<file path="config.mk">
export PLATFORM = sky130hd
export DESIGN_NAME = smi_aggregator
export DESIGN_NICKNAME = d
export VERILOG_FILES = /design/src/rtl/smi_agg_pkg.sv /design/src/rtl/smi_sync.sv /design/src/rtl/smi_edge_latch.sv /design/src/rtl/smi_regfile.sv /design/src/rtl/smi_aggregator.sv
export SDC_FILE = /design/constraint.sdc
export NUM_CORES = 1
export LEC_CHECK = 0
export ABC_AREA = 1
export BUFFER_PORTS_ARGS = -buffer_cell sky130_fd_sc_hd__buf_2
export CORE_MARGIN = 5
export CORE_UTILIZATION = 30
export DETAILED_ROUTE_END_ITERATION = 10
export PLACE_DENSITY = 0.53
export SYNTH_ARGS = -nofsm -noshare
export SYNTH_HDL_FRONTEND = slang
export SYNTH_SLANG_ARGS = --single-unit
</file>
<file path="constraint.sdc">
create_clock -name clk -period 0.94 [get_ports clk]
set_input_delay 0.094 -clock clk [delete_from_list [all_inputs] [get_ports clk]]
set_output_delay 0.094 -clock clk [all_outputs]
set_load 0.005 [all_outputs]
</file>
<file path="src/rtl/smi_agg_pkg.sv">
package smi_agg_pkg;
  localparam int unsigned BUS_W = 8;

  localparam logic [BUS_W-1:0] IDX_ENABLE = 8'hB5;
  localparam logic [BUS_W-1:0] IDX_STAT_A = 8'hB6;
  localparam logic [BUS_W-1:0] IDX_STAT_B = 8'hB7;
  localparam logic [BUS_W-1:0] IDX_SPARE  = 8'hB8;

  // enable register bit positions
  localparam int unsigned EN_MOUSE  = 0;
  localparam int unsigned EN_KBD    = 1;
  localparam int unsigned EN_IR     = 2;
  localparam int unsigned EN_P12    = 4;
  localparam int unsigned EN_MASTER = 6;

  localparam logic [BUS_W-1:0] EN_WMASK =
    (BUS_W'(1) << EN_MOUSE) | (BUS_W'(1) << EN_KBD) | (BUS_W'(1) << EN_IR) |
    (BUS_W'(1) << EN_P12)   | (BUS_W'(1) << EN_MASTER);

  // source bits that may feed the group request (status B layout)
  localparam logic [BUS_W-1:0] GRP_MASK =
    (BUS_W'(1) << EN_MOUSE) | (BUS_W'(1) << EN_KBD) | (BUS_W'(1) << EN_IR) |
    (BUS_W'(1) << EN_P12);

  // level-source vector ordering inside the synchronizer
  localparam int unsigned LV_PAR   = 0;
  localparam int unsigned LV_U2    = 1;
  localparam int unsigned LV_U1    = 2;
  localparam int unsigned LV_FDC   = 3;
  localparam int unsigned LV_WDT   = 4;
  localparam int unsigned LV_MOUSE = 5;
  localparam int unsigned LV_KBD   = 6;
  localparam int unsigned LV_P12   = 7;
  localparam int unsigned LV_N     = 8;
endpackage

</file>
<file path="src/rtl/smi_sync.sv">
module smi_sync #(
  parameter int unsigned WIDTH  = 1,
  parameter int unsigned STAGES = 2
) (
  input  logic             clk,
  input  logic             rst,
  input  logic [WIDTH-1:0] d_i,
  output logic [WIDTH-1:0] q_o
);
  logic [WIDTH-1:0] stg [STAGES];

  always_ff @(posedge clk) begin
    if (rst) stg[0] <= '0;
    else     stg[0] <= d_i;
  end

  for (genvar s = 1; s < STAGES; s++) begin : g_stage
    always_ff @(posedge clk) begin
      if (rst) stg[s] <= '0;
      else     stg[s] <= stg[s-1];
    end
  end

  assign q_o = stg[STAGES-1];
endmodule

</file>
<file path="src/rtl/smi_edge_latch.sv">
module smi_edge_latch #(
  parameter int unsigned STAGES = 2
) (
  input  logic clk,
  input  logic rst,
  input  logic pin_i,
  input  logic clr_i,
  output logic flag_o
);
  logic pin_s;
  logic pin_d;
  logic chg;

  smi_sync #(.WIDTH(1), .STAGES(STAGES)) u_sync (
    .clk (clk),
    .rst (rst),
    .d_i (pin_i),
    .q_o (pin_s)
  );

  always_ff @(posedge clk) begin
    if (rst) pin_d <= 1'b0;
    else     pin_d <= pin_s;
  end

  assign chg = pin_s ^ pin_d;

  always_ff @(posedge clk) begin
    if (rst) flag_o <= 1'b0;
    else     flag_o <= chg | (flag_o & ~clr_i);
  end


  ir_set_chk: assert property (@(posedge clk) disable iff (rst)
    (pin_s != pin_d) |=> flag_o);

  ir_clear_chk: assert property (@(posedge clk) disable iff (rst)
    (clr_i && (pin_s == pin_d)) |=> !flag_o);

  ir_collide_chk: assert property (@(posedge clk) disable iff (rst)
    (clr_i && (pin_s != pin_d)) |=> flag_o);
endmodule

</file>
<file path="src/rtl/smi_regfile.sv">
module smi_regfile
  import smi_agg_pkg::*;
(
  input  logic             clk,
  input  logic             rst_main,
  input  logic             rst_stby,
  input  logic [BUS_W-1:0] addr_i,
  input  logic             wr_en_i,
  input  logic [BUS_W-1:0] wdata_i,
  input  logic             rd_en_i,
  input  logic [BUS_W-1:0] stat_a_i,
  input  logic [BUS_W-1:0] stat_b_i,
  output logic [BUS_W-1:0] rdata_o,
  output logic [BUS_W-1:0] enable_o,
  output logic             clr_b_o
);
  logic [BUS_W-1:0] en_q;
  logic [BUS_W-1:0] spare_q;
  logic [BUS_W-1:0] rd_mux;

  always_ff @(posedge clk) begin
    if (rst_main)                               en_q <= '0;
    else if (wr_en_i && addr_i == IDX_ENABLE)   en_q <= wdata_i & EN_WMASK;
  end

  always_ff @(posedge clk) begin
    if (rst_stby)                               spare_q <= '0;
    else if (wr_en_i && addr_i == IDX_SPARE)    spare_q <= wdata_i;
  end

  always_comb begin
    unique case (addr_i)
      IDX_ENABLE: rd_mux = en_q;
      IDX_STAT_A: rd_mux = stat_a_i;
      IDX_STAT_B: rd_mux = stat_b_i;
      IDX_SPARE:  rd_mux = spare_q;
      default:    rd_mux = '0;
    endcase
  end

  always_ff @(posedge clk) begin
    if (rst_main)     rdata_o <= '0;
    else if (rd_en_i) rdata_o <= rd_mux;
  end

  assign clr_b_o  = rd_en_i && (addr_i == IDX_STAT_B);
  assign enable_o = en_q;


  en_hold_chk: assert property (@(posedge clk) disable iff (rst_main)
    (!wr_en_i || addr_i != IDX_ENABLE) |=> $stable(en_q));

  spare_keep_chk: assert property (@(posedge clk) disable iff (rst_stby)
    (rst_main && !(wr_en_i && addr_i == IDX_SPARE)) |=> $stable(spare_q));
endmodule

</file>
<file path="src/rtl/smi_aggregator.sv">
module smi_aggregator
  import smi_agg_pkg::*;
#(
  parameter int unsigned SYNC_STAGES = 2
) (
  input  logic             clk,
  input  logic             rst_main,
  input  logic             rst_stby,
  input  logic [BUS_W-1:0] addr_i,
  input  logic             wr_en_i,
  input  logic [BUS_W-1:0] wdata_i,
  input  logic             rd_en_i,
  output logic [BUS_W-1:0] rdata_o,
  input  logic             par_irq_i,
  input  logic             uart2_irq_i,
  input  logic             uart1_irq_i,
  input  logic             fdc_irq_i,
  input  logic             wdt_irq_i,
  input  logic             mouse_irq_i,
  input  logic             kbd_irq_i,
  input  logic             p12_irq_i,
  input  logic             ir_rx_i,
  output logic             nsmi_o
);
  logic [LV_N-1:0]  lv_raw;
  logic [LV_N-1:0]  lv_s;
  logic             ir_flag;
  logic             clr_b;
  logic [BUS_W-1:0] stat_a;
  logic [BUS_W-1:0] stat_b;
  logic [BUS_W-1:0] en;
  logic             group_req;
  logic             nsmi_q;

  always_comb begin
    lv_raw           = '0;
    lv_raw[LV_PAR]   = par_irq_i;
    lv_raw[LV_U2]    = uart2_irq_i;
    lv_raw[LV_U1]    = uart1_irq_i;
    lv_raw[LV_FDC]   = fdc_irq_i;
    lv_raw[LV_WDT]   = wdt_irq_i;
    lv_raw[LV_MOUSE] = mouse_irq_i;
    lv_raw[LV_KBD]   = kbd_irq_i;
    lv_raw[LV_P12]   = p12_irq_i;
  end

  smi_sync #(.WIDTH(LV_N), .STAGES(SYNC_STAGES)) u_lvl_sync (
    .clk (clk),
    .rst (rst_main),
    .d_i (lv_raw),
    .q_o (lv_s)
  );

  smi_edge_latch #(.STAGES(SYNC_STAGES)) u_ir (
    .clk    (clk),
    .rst    (rst_main),
    .pin_i  (ir_rx_i),
    .clr_i  (clr_b),
    .flag_o (ir_flag)
  );

  always_comb begin
    stat_a    = '0;
    stat_a[1] = lv_s[LV_PAR];
    stat_a[2] = lv_s[LV_U2];
    stat_a[3] = lv_s[LV_U1];
    stat_a[4] = lv_s[LV_FDC];
    stat_a[7] = lv_s[LV_WDT];
  end

  always_comb begin
    stat_b          = '0;
    stat_b[EN_MOUSE] = lv_s[LV_MOUSE];
    stat_b[EN_KBD]   = lv_s[LV_KBD];
    stat_b[EN_IR]    = ir_flag;
    stat_b[EN_P12]   = lv_s[LV_P12];
  end

  smi_regfile u_regs (
    .clk      (clk),
    .rst_main (rst_main),
    .rst_stby (rst_stby),
    .addr_i   (addr_i),
    .wr_en_i  (wr_en_i),
    .wdata_i  (wdata_i),
    .rd_en_i  (rd_en_i),
    .stat_a_i (stat_a),
    .stat_b_i (stat_b),
    .rdata_o  (rdata_o),
    .enable_o (en),
    .clr_b_o  (clr_b)
  );

  assign group_req = |(stat_b & en & GRP_MASK);

  always_ff @(posedge clk) begin
    if (rst_main) nsmi_q <= 1'b1;
    else          nsmi_q <= ~(group_req & en[EN_MASTER]);
  end

  assign nsmi_o = nsmi_q;


  master_gate_chk: assert property (@(posedge clk) disable iff (rst_main)
    !en[EN_MASTER] |=> nsmi_o);

  group_drive_chk: assert property (@(posedge clk) disable iff (rst_main)
    (en[EN_MASTER] && (ir_flag && en[EN_IR])) |=> !nsmi_o);

  idle_pin_chk: assert property (@(posedge clk) disable iff (rst_main)
    ((stat_b & en) == '0) |=> nsmi_o);
endmodule

</file>
Yosys cells after proc, flatten, opt, wreduce, memory -nomap -nowiden
Memory sizes are Yosys's and may differ from the RTL's.
Index checks and enable logic that the tools add are counted.
- bitwise logic cells: 11
- multiplexer cells: 8
- equality and inequality tests: 4
- reductions and logical operators: 4
- operators by type and width (kind ; number):
    8-bit == test (second input constant) ; 4
    8-bit one-hot mux with 4 select lines ; 1
    8-bit 2-to-1 mux ; 2
    5-bit bitwise AND ; 1
    1-bit 2-to-1 mux ; 5
    1-bit OR ; 5
    4-bit OR reduction ; 1
    1-bit logical AND ; 3
    1-bit bitwise AND ; 2
    1-bit inverter ; 2
    1-bit bitwise XOR ; 1
- memories: 2
- input bits: 30
- RAM bits: 18
- flip-flop bits (word level): 24
- output and inout bits: 9
- memories (name ; depth ; bits a word ; read ports ; clocked after memory_dff ; wr ports ; RTL line ; text):
    u_lvl_sync.stg ; 2 ; 8 ; 2 ; 0 ; 2 ; smi_sync.sv:10 ; logic [WIDTH-1:0] stg [STAGES];
    u_ir.u_sync.stg ; 2 ; 1 ; 2 ; 0 ; 2 ; smi_sync.sv:10 ;

Depth between registers and ports, before layout
Gate-level depths: netlist of the first run.
- depth in word-level cells: 5
- gate-level depth with buffers: 9

Cells and area by module
A second synthesis of the first run with hierarchy kept.
- cell total of the unflattened synthesis: 243
- area total of the unflattened synthesis: 1846.8 sq um
- by module, submodules not included (module ; cells an instance ; seq. area each (sq um) ; times used ; area an instance (sq um)):
    smi_regfile ; 163 ; 420.4 ; 1 ; 1176.1
    smi_sync (u_lvl_sync) ; 50 ; 320.3 ; 1 ; 474.2
    smi_edge_latch ; 13 ; 40.0 ; 1 ; 82.6
    smi_aggregator ; 11 ; 20.0 ; 1 ; 58.8
    smi_sync (u_ir.u_sync) ; 6 ; 40.0 ; 1 ; 55.1

Worst setup path before layout of the first run
No wires, ideal clock.
- path kind: input -> register
- start: in addr_i[6]
- end: reg u_regs.en_q[0], in the netlist u_regs.enable_o[0]
- path slack: -0.027 ns
- data required time: 0.821 ns
- arrival: 0.848 ns
- stages: 8
- buffers on the path: 2
- setup time: 0.119 ns
- path through: inv_1 nand2_2 nor2_4 buf_8 buf_12 nand3_4 o21ai_1 a21oi_1
- word-level cells in the longest chain between the ends: 2
- ends and longest elaborated chain (element ; RTL line ; text):
    start: declaration ; smi_aggregator.sv:9 ; input logic [BUS_W-1:0] addr_i,
    8-bit == test ; smi_regfile.sv:23 ; else if (wr_en_i && addr_i == IDX_ENABLE) en_q <= wdata_i & EN_WMASK;
    1-bit logical AND ; smi_regfile.sv:23 ;
    end signal: assignment ; smi_regfile.sv:23 ;
    end: declaration ; smi_regfile.sv:17 ; logic [BUS_W-1:0] en_q;
No other way between the ends.
A chain may end at the register's enable or synchronous reset.

Worst setup path in the final report of the first run
- start: reg u_regs.rdata_o[6]
- end: out rdata_o[6]
- RTL lines (element ; RTL line ; text):
    start: declaration ; smi_regfile.sv:13 ; output logic [BUS_W-1:0] rdata_o,
    start signal: assignment ; smi_regfile.sv:43 ; else if (rd_en_i) rdata_o <= rd_mux;
    end: declaration ; smi_aggregator.sv:13 ; output logic [BUS_W-1:0] rdata_o,
No word-level cell between the ends.

==> results of run 1 <==
## sequential cells by signal, indices dropped and copies added, names as in the netlist
register / flops
u_regs.spare_q: 8
u_ir.pin_d: 1
nsmi_o: 1
u_regs.enable_o: 5
u_ir.u_sync.stg: 2
u_regs.rdata_o: 8
u_lvl_sync.stg: 16
u_ir.flag_o: 1
## report_power, final
part | internal [mW] | switching, mW
combinational | 0.120 | 0.146
clock | 0.511 | 0.537
sequential | 1.82 | 0.0160
total | 2.45 | 0.700
## cells in the final DEF (no fill, tap or decap), types with 3 or more instances in the layout
master,instances
nand3_1,22
clkbuf_8,5
nor2_1,22
dfxtp_1,42
inv_1,31
o21ai_1,12
a21oi_1,18
buf_2,38
nand2_1,36
buf_4,6
nand2_4,4
dlygate4sd3_1,5
nor2_4,3
## layer usage
layer  vias to the layer above  global-route usage, %  wire length [um]
met5                         -                      0                 0
met4                         0                   3.45                38
met3                         3                   3.01               229
met2                        33                   15.5              1620
met1                       615                   13.2              1640
li1                        766                      -                 -
## worst paths after layout
path	to	slack [ps]	depth (start not counted)
worst min register to register	u_lvl_sync.stg[1][1]	400	2
worst max-delay path	rdata_o[6]	90	1
worst max register to register	u_regs.rdata_o[2]	150	4
worst min-delay path	u_lvl_sync.stg[0][0]	10	3
## what timing repair did
item | CTS | global route
hold endpoints to repair | 5 | 0
resized for setup | 0 | 0
hold buffers | 5 | 0
## per-stage QoR
stage / worst slack, ps / hold WS, ps / instances
6_report: 91.3 / 14.7 / 336
2_1_floorplan: -0.623 / 201 / 214
5_1_grt: 23.0 / 10.6 / 336
4_1_cts: 68.3 / 2.60 / 336
3_5_place_dp: -198 / 301 / 324
3_3_place_gp: -166 / 295 / 324
## cells by family after synthesis
group                     synth area share (%)
DFF                                       49.2
buffers and inverters                     11.6
AOI/OAI and AO/OA                         11.0
xor gates and xnor gates                 0.513
and+or+nand+nor                           27.7
## layout make-up
| class | count | area share (%) |
|---|---|---|
| Clock buffer | 7 | 3.54 |
| Inverter | 34 | 6.73 |
| Multi-Input combinational cell | 130 | 31.5 |
| Sequential cell | 42 | 39.0 |
| Tap cell | 72 | 4.18 |
| Timing Repair Buffer | 51 | 15.1 |
==> results.md, run 1 <==
* Post-synth top cells: 42 x dfxtp_1, 36 x nand2_1, 32 x inv_1
* Area Growth Syn to Fin at 26.2%
* Number of global-route vias before repair at 1,269
* CP max stage delay at 350 ps
* Clock Path Buffers at 2
* CP Launch Type: register
* Post-layout util at 39.2%
* Cell family with most CP delay: flip-flops
* Synth unique cells at 26
* Headroom to the max-slew limit at 80.9%
* CP endpoint kind: output pin
* Top cells by area, synth: dfxtp_1 49%, nand2_1 7.9%, inv_1 7.0%, nand3_1 6.4%, a21oi_1 5.3%
* Total core area at 5510 um2
* VDD IR max at 0.687 mV
* Hold Path Origin: par_irq_i
* Post-DRT Antenna Nets at 0
* Unrepaired setup endpoints after global routing: false
* Clock sinks at 42
* Die Y at 85.5 um
* Total CTS buffers at 5
* Count leader, synth: dfxtp_1
* Syn_nets at 244
* Status: completed
* Synth Flop Type: dfxtp_1
* Slowest cell on the critical path: dfxtp_1
* Final setup fails at 0
* Critical Path AT at 750 ps
* Leading area contributor after synthesis: dfxtp_1
* CTS clk-pin slew, worst paths at 70 ps
* Diode count at 0
* # rows at 27
* Crit Path Category: register to output pin
* Initial antenna violation count at 0
* Filler cell count in the final layout at 582
* Die area at 7310 um2
* CTS root buf: clkbuf_8
* Fmax at 1.18 GHz
* Syn Inst Count at 214
* Die width at 85.5 um
* CP startpoint: u_regs.rdata_o[6]
* Layout cells sized above 1 at 26.1%
* Async SR Flop Fraction at 0%
* Final Max Slew Viols at 0
* Hold Path Class: input port to register
* Global route overflow at 0
* H-Tree Depth at 2
* Vias/cell at 4.22
* CTS tree: yes
* Setup tns final at 0 ps
* Total number of vias at 1,417
* Worst-margin pin slew at 287 ps
* Clk_skew at 6.15 ps
* # DRC at 0
* DR WL/cell at 10.5 um
* EDFF count, synth at 0
* Final-report hold violation count at 0
* First-pass GRT wire length at 5840 um
* Share of the synthesized area in the top cell type at 49.2%
* Min cycle time layout at 849 ps
* Seq/Total Area, Yosys at 49.2%
* Worst-path cell chain: buf_2
* Cell leakage power at 0.963 nW
* Power Density at 1460 nW/um2
* FF-to-FF Start: u_regs.enable_o[2]
* Area of the multi-input gates at 679 um2
* Post-Route WL at 3530 um
* Placed inst area at 2030 um2
* Routability cong. at 0.765
* Crit path max fanout at 2
* Synth Area per Inst at 7.99 um2
* # IOs at 39
* Final #Nets at 294
* Req. time, crit path at 850 ps
* Total power at 3.15 mW
* Initial core utilization at 31.0%
* Pin count of the biggest net entering global routing at 18
* Register area at 841 um2
* Synth Warn # at 0
* #FFs+latches synth at 42
* 1st-iter DRT viols at 91
* DRT Pass-1 Iters at 4
* Syn Std Cell Area at 1710 um2
* Max cap viols at 0
* Worst Path Buf+Inv at 1
* Total global-route track usage at 10.0%
* PortBufs at 38
* Detail Placement HPWL at 2750 um
* Post-CTS Setup Bufs at 0
* Clock latency on the worst-skew pair at 280 ps
* Design area at 2160 um2
* Final worst path period share at 90.3%
Note: power is estimated with default switching activity, not from simulation.
==> inputs of run 2 (changes only) <==
--- a/config.mk
+++ b/config.mk
@@ -10,5 +10,6 @@
 export CORE_MARGIN = 5
-export CORE_UTILIZATION = 30
+export CORE_UTILIZATION = 47
 export DETAILED_ROUTE_END_ITERATION = 10
-export PLACE_DENSITY = 0.53
+export PLACE_DENSITY = 0.76
+export SKIP_LAST_GASP = 1
 export SYNTH_ARGS = -nofsm -noshare
--- a/constraint.sdc
+++ b/constraint.sdc
@@ -3,2 +3,2 @@
 set_output_delay 0.094 -clock clk [all_outputs]
-set_load 0.005 [all_outputs]
+set_load 0.02 [all_outputs]
==> run 2 against run 1 <==
  * Power is 6.1% lower
  * First-iteration DRC count increased by 6.6%
  * Design area increased by 0.81%
  * Setup slack lost 69 ps
  * Fmax fell by 7.5%
  * Sequential share of layout area up 0.20 points
  * Die area fell by 32%
  * Highest routed layer unchanged
  * Worst hold slack improved by 9.9 ps
  * Clock power shrank 20%
  * Critical endpoint is now rdata_o[7]
  * Utilization is 22 points higher
==> results.md, run 2 (synthesized netlist as in run 1, its figures left out) <==
* Die width at 70.3 um (was 85.5 um)
* Post-CTS Setup Bufs at 0 (unchanged)
* Max cap viols at 0 (unchanged)
* 1st-iter DRT viols at 97 (was 91)
* Post-layout util at 60.8% (was 39.2%)
* VDD IR max at 0.997 mV (was 0.687 mV)
* Cell family with most CP delay: flip-flops (unchanged)
* Final worst path period share at 97.6% (was 90.3%)
* CTS root buf: clkbuf_4 (was clkbuf_8)
* Worst-margin pin slew at 229 ps (was 287 ps)
* Critical path depth in cells at 1 (unchanged)
* DR WL/cell at 11.2 um (was 10.5 um)
* Most common cell after layout, fill and taps aside: nand2_1 (was dfxtp_1)
* Fin worst setup slack at 22.3 ps (was 91.3 ps)
* Setup tns final at 0 ps (unchanged)
* Routability cong. at 0.852 (was 0.765)
* Total global-route track usage at 15.7% (was 10.0%)
* Largest regs: u_lvl_sync.stg (16), u_regs.rdata_o (8), u_regs.spare_q (8) (unchanged)
* Total power at 2.96 mW (was 3.15 mW)
* DRT Pass-1 Iters at 4 (unchanged)
* Crit path max fanout at 2 (unchanged)
* Hold Path Class: input port to register (unchanged)
* Post-Route WL at 3510 um (was 3530 um)
* Status: completed (unchanged)
* Placed cells at 298 (was 324)
* CTS tree: yes (unchanged)
* Final setup fails at 0 (unchanged)
* Min cycle time layout at 918 ps (was 849 ps)
* Total core area at 3580 um2 (was 5510 um2)
* Worst Path Buf+Inv at 1 (unchanged)
* Global route overflow at 0 (unchanged)
* Slowest cell on the critical path: dfxtp_2 (was dfxtp_1)
* Reg with most FFs: u_lvl_sync.stg (unchanged)
* # IOs at 39 (unchanged)
* PortBufs at 38 (unchanged)
* CTS clk-pin slew, worst paths at 100 ps (was 70 ps)
* Final-report hold violation count at 0 (unchanged)
* Cell leakage power at 0.969 nW (was 0.963 nW)
* Crit Path Category: register to output pin (unchanged)
* Fmax at 1.09 GHz (was 1.18 GHz)
* Max reg flops at 16 (unchanged)
* # rows at 22 (was 27)
* Vias/cell at 4.72 (was 4.22)
* Clk_skew at 3.90 ps (was 6.15 ps)
* Detail Placement HPWL at 2610 um (was 2750 um)
* R2R depth at 4 (unchanged)
* CP max stage delay at 340 ps (was 350 ps)
* Die area at 4940 um2 (was 7310 um2)
* Worst-path cell chain: buf_4 (was buf_2)
* Headroom to the max-slew limit at 84.7% (was 80.9%)
* Final #Nets at 296 (was 294)
* Initial antenna violation count at 0 (unchanged)
* Diode count at 0 (unchanged)
* Post-DRT Antenna Nets at 0 (unchanged)
* Place WS at -169 ps (was -198 ps)
* CP endpoint kind: output pin (unchanged)
* CP Launch Type: register (unchanged)
* Die Y at 70.3 um (was 85.5 um)
* Req. time, crit path at 850 ps (about the same)
* Final Max Slew Viols at 0 (unchanged)
* Total CTS buffers at 5 (unchanged)
* Clock Path Buffers at 2 (unchanged)
* Finished Layout Cells at 313 (was 336)
* Total number of vias at 1,477 (was 1,417)
* First-pass GRT wire length at 6310 um (was 5840 um)
* Power Density at 1360 nW/um2 (was 1460 nW/um2)
* Initial core utilization at 47.8% (was 31.0%)
* H-Tree Depth at 2 (unchanged)
* # DRC at 0 (unchanged)
* Critical Path AT at 820 ps (was 750 ps)
* Layout cells sized above 1 at 29.1% (was 26.1%)
* Clock latency on the worst-skew pair at 340 ps (was 280 ps)
* Number of global-route vias before repair at 1,482 (was 1,269)
* Unrepaired setup endpoints after global routing: true (was false)
* Clock sinks at 42 (unchanged)
* Pin count of the biggest net entering global routing at 20 (was 18)
* Most frequent cells in the layout: 36 x nand2_1, 33 x dfxtp_1, 31 x inv_1, 29 x buf_2 (was 42 x dfxtp_1, 38 x buf_2, 36 x nand2_1, 31 x inv_1)
* Worst Hold Depth at 2 (was 3)
* Area Growth Syn to Fin at 27.2% (was 26.2%)
==> run 2: power by group <==
part | switching (mW) | internal [mW] | total (mW)
logic | 0.151 | 0.127 | 0.278
registers | 0.0169 | 1.82 | 1.84
clock network | 0.508 | 0.337 | 0.845
total | 0.676 | 2.29 | 2.96
==> run 2: final timing paths <==
kind | from | endpoint | slack (ps)
max reg2reg | u_regs.enable_o[2] | u_regs.rdata_o[2] | 150
min reg2reg | u_lvl_sync.stg[0][0] | u_lvl_sync.stg[1][0] | 410
max | u_regs.rdata_o[7] | rdata_o[7] | 20
min | rst_stby | u_regs.spare_q[4] | 20
==> run 2: metrics by stage <==
| stage | hold WS [ps] | cell area (um2) |
|---|---|---|
| after floorplan | 201 | 1730 |
| after global placement | 292 | 1970 |
| after detailed placement | 301 | 1970 |
| after CTS | 5.94 | 2140 |
| after global routing | 10.2 | 2170 |
| final | 24.5 | 2170 |
==> run 2: area by class of cell <==
type	instances	area (um2)
Fill cell	318	1400
Sequential cell	42	852
Multi-Input combinational cell	130	679
Timing Repair Buffer	53	387
Inverter	34	145
Tap cell	48	60.1
Clock buffer	6	51.3
==> run 2: metal layers <==
layer,up-vias,track usage [%],share of wire (%),wire [um]
met2,38,27.1,50,1760
met5,-,0,0,0
met4,0,5.53,1.9,66
li1,778,-,-,-
met1,653,18.0,42,1460
met3,8,5.18,6.3,220
==> run 2: timing repair <==
| item | in CTS | in global routing |
|---|---|---|
| hold buffers | 9 | 0 |
| endpoints found under the hold margin | 9 | 0 |
| pin swaps | 0 | 0 |
| gates resized for setup | 12 | 13 |
| setup endpoints to repair | 8 | 9 |
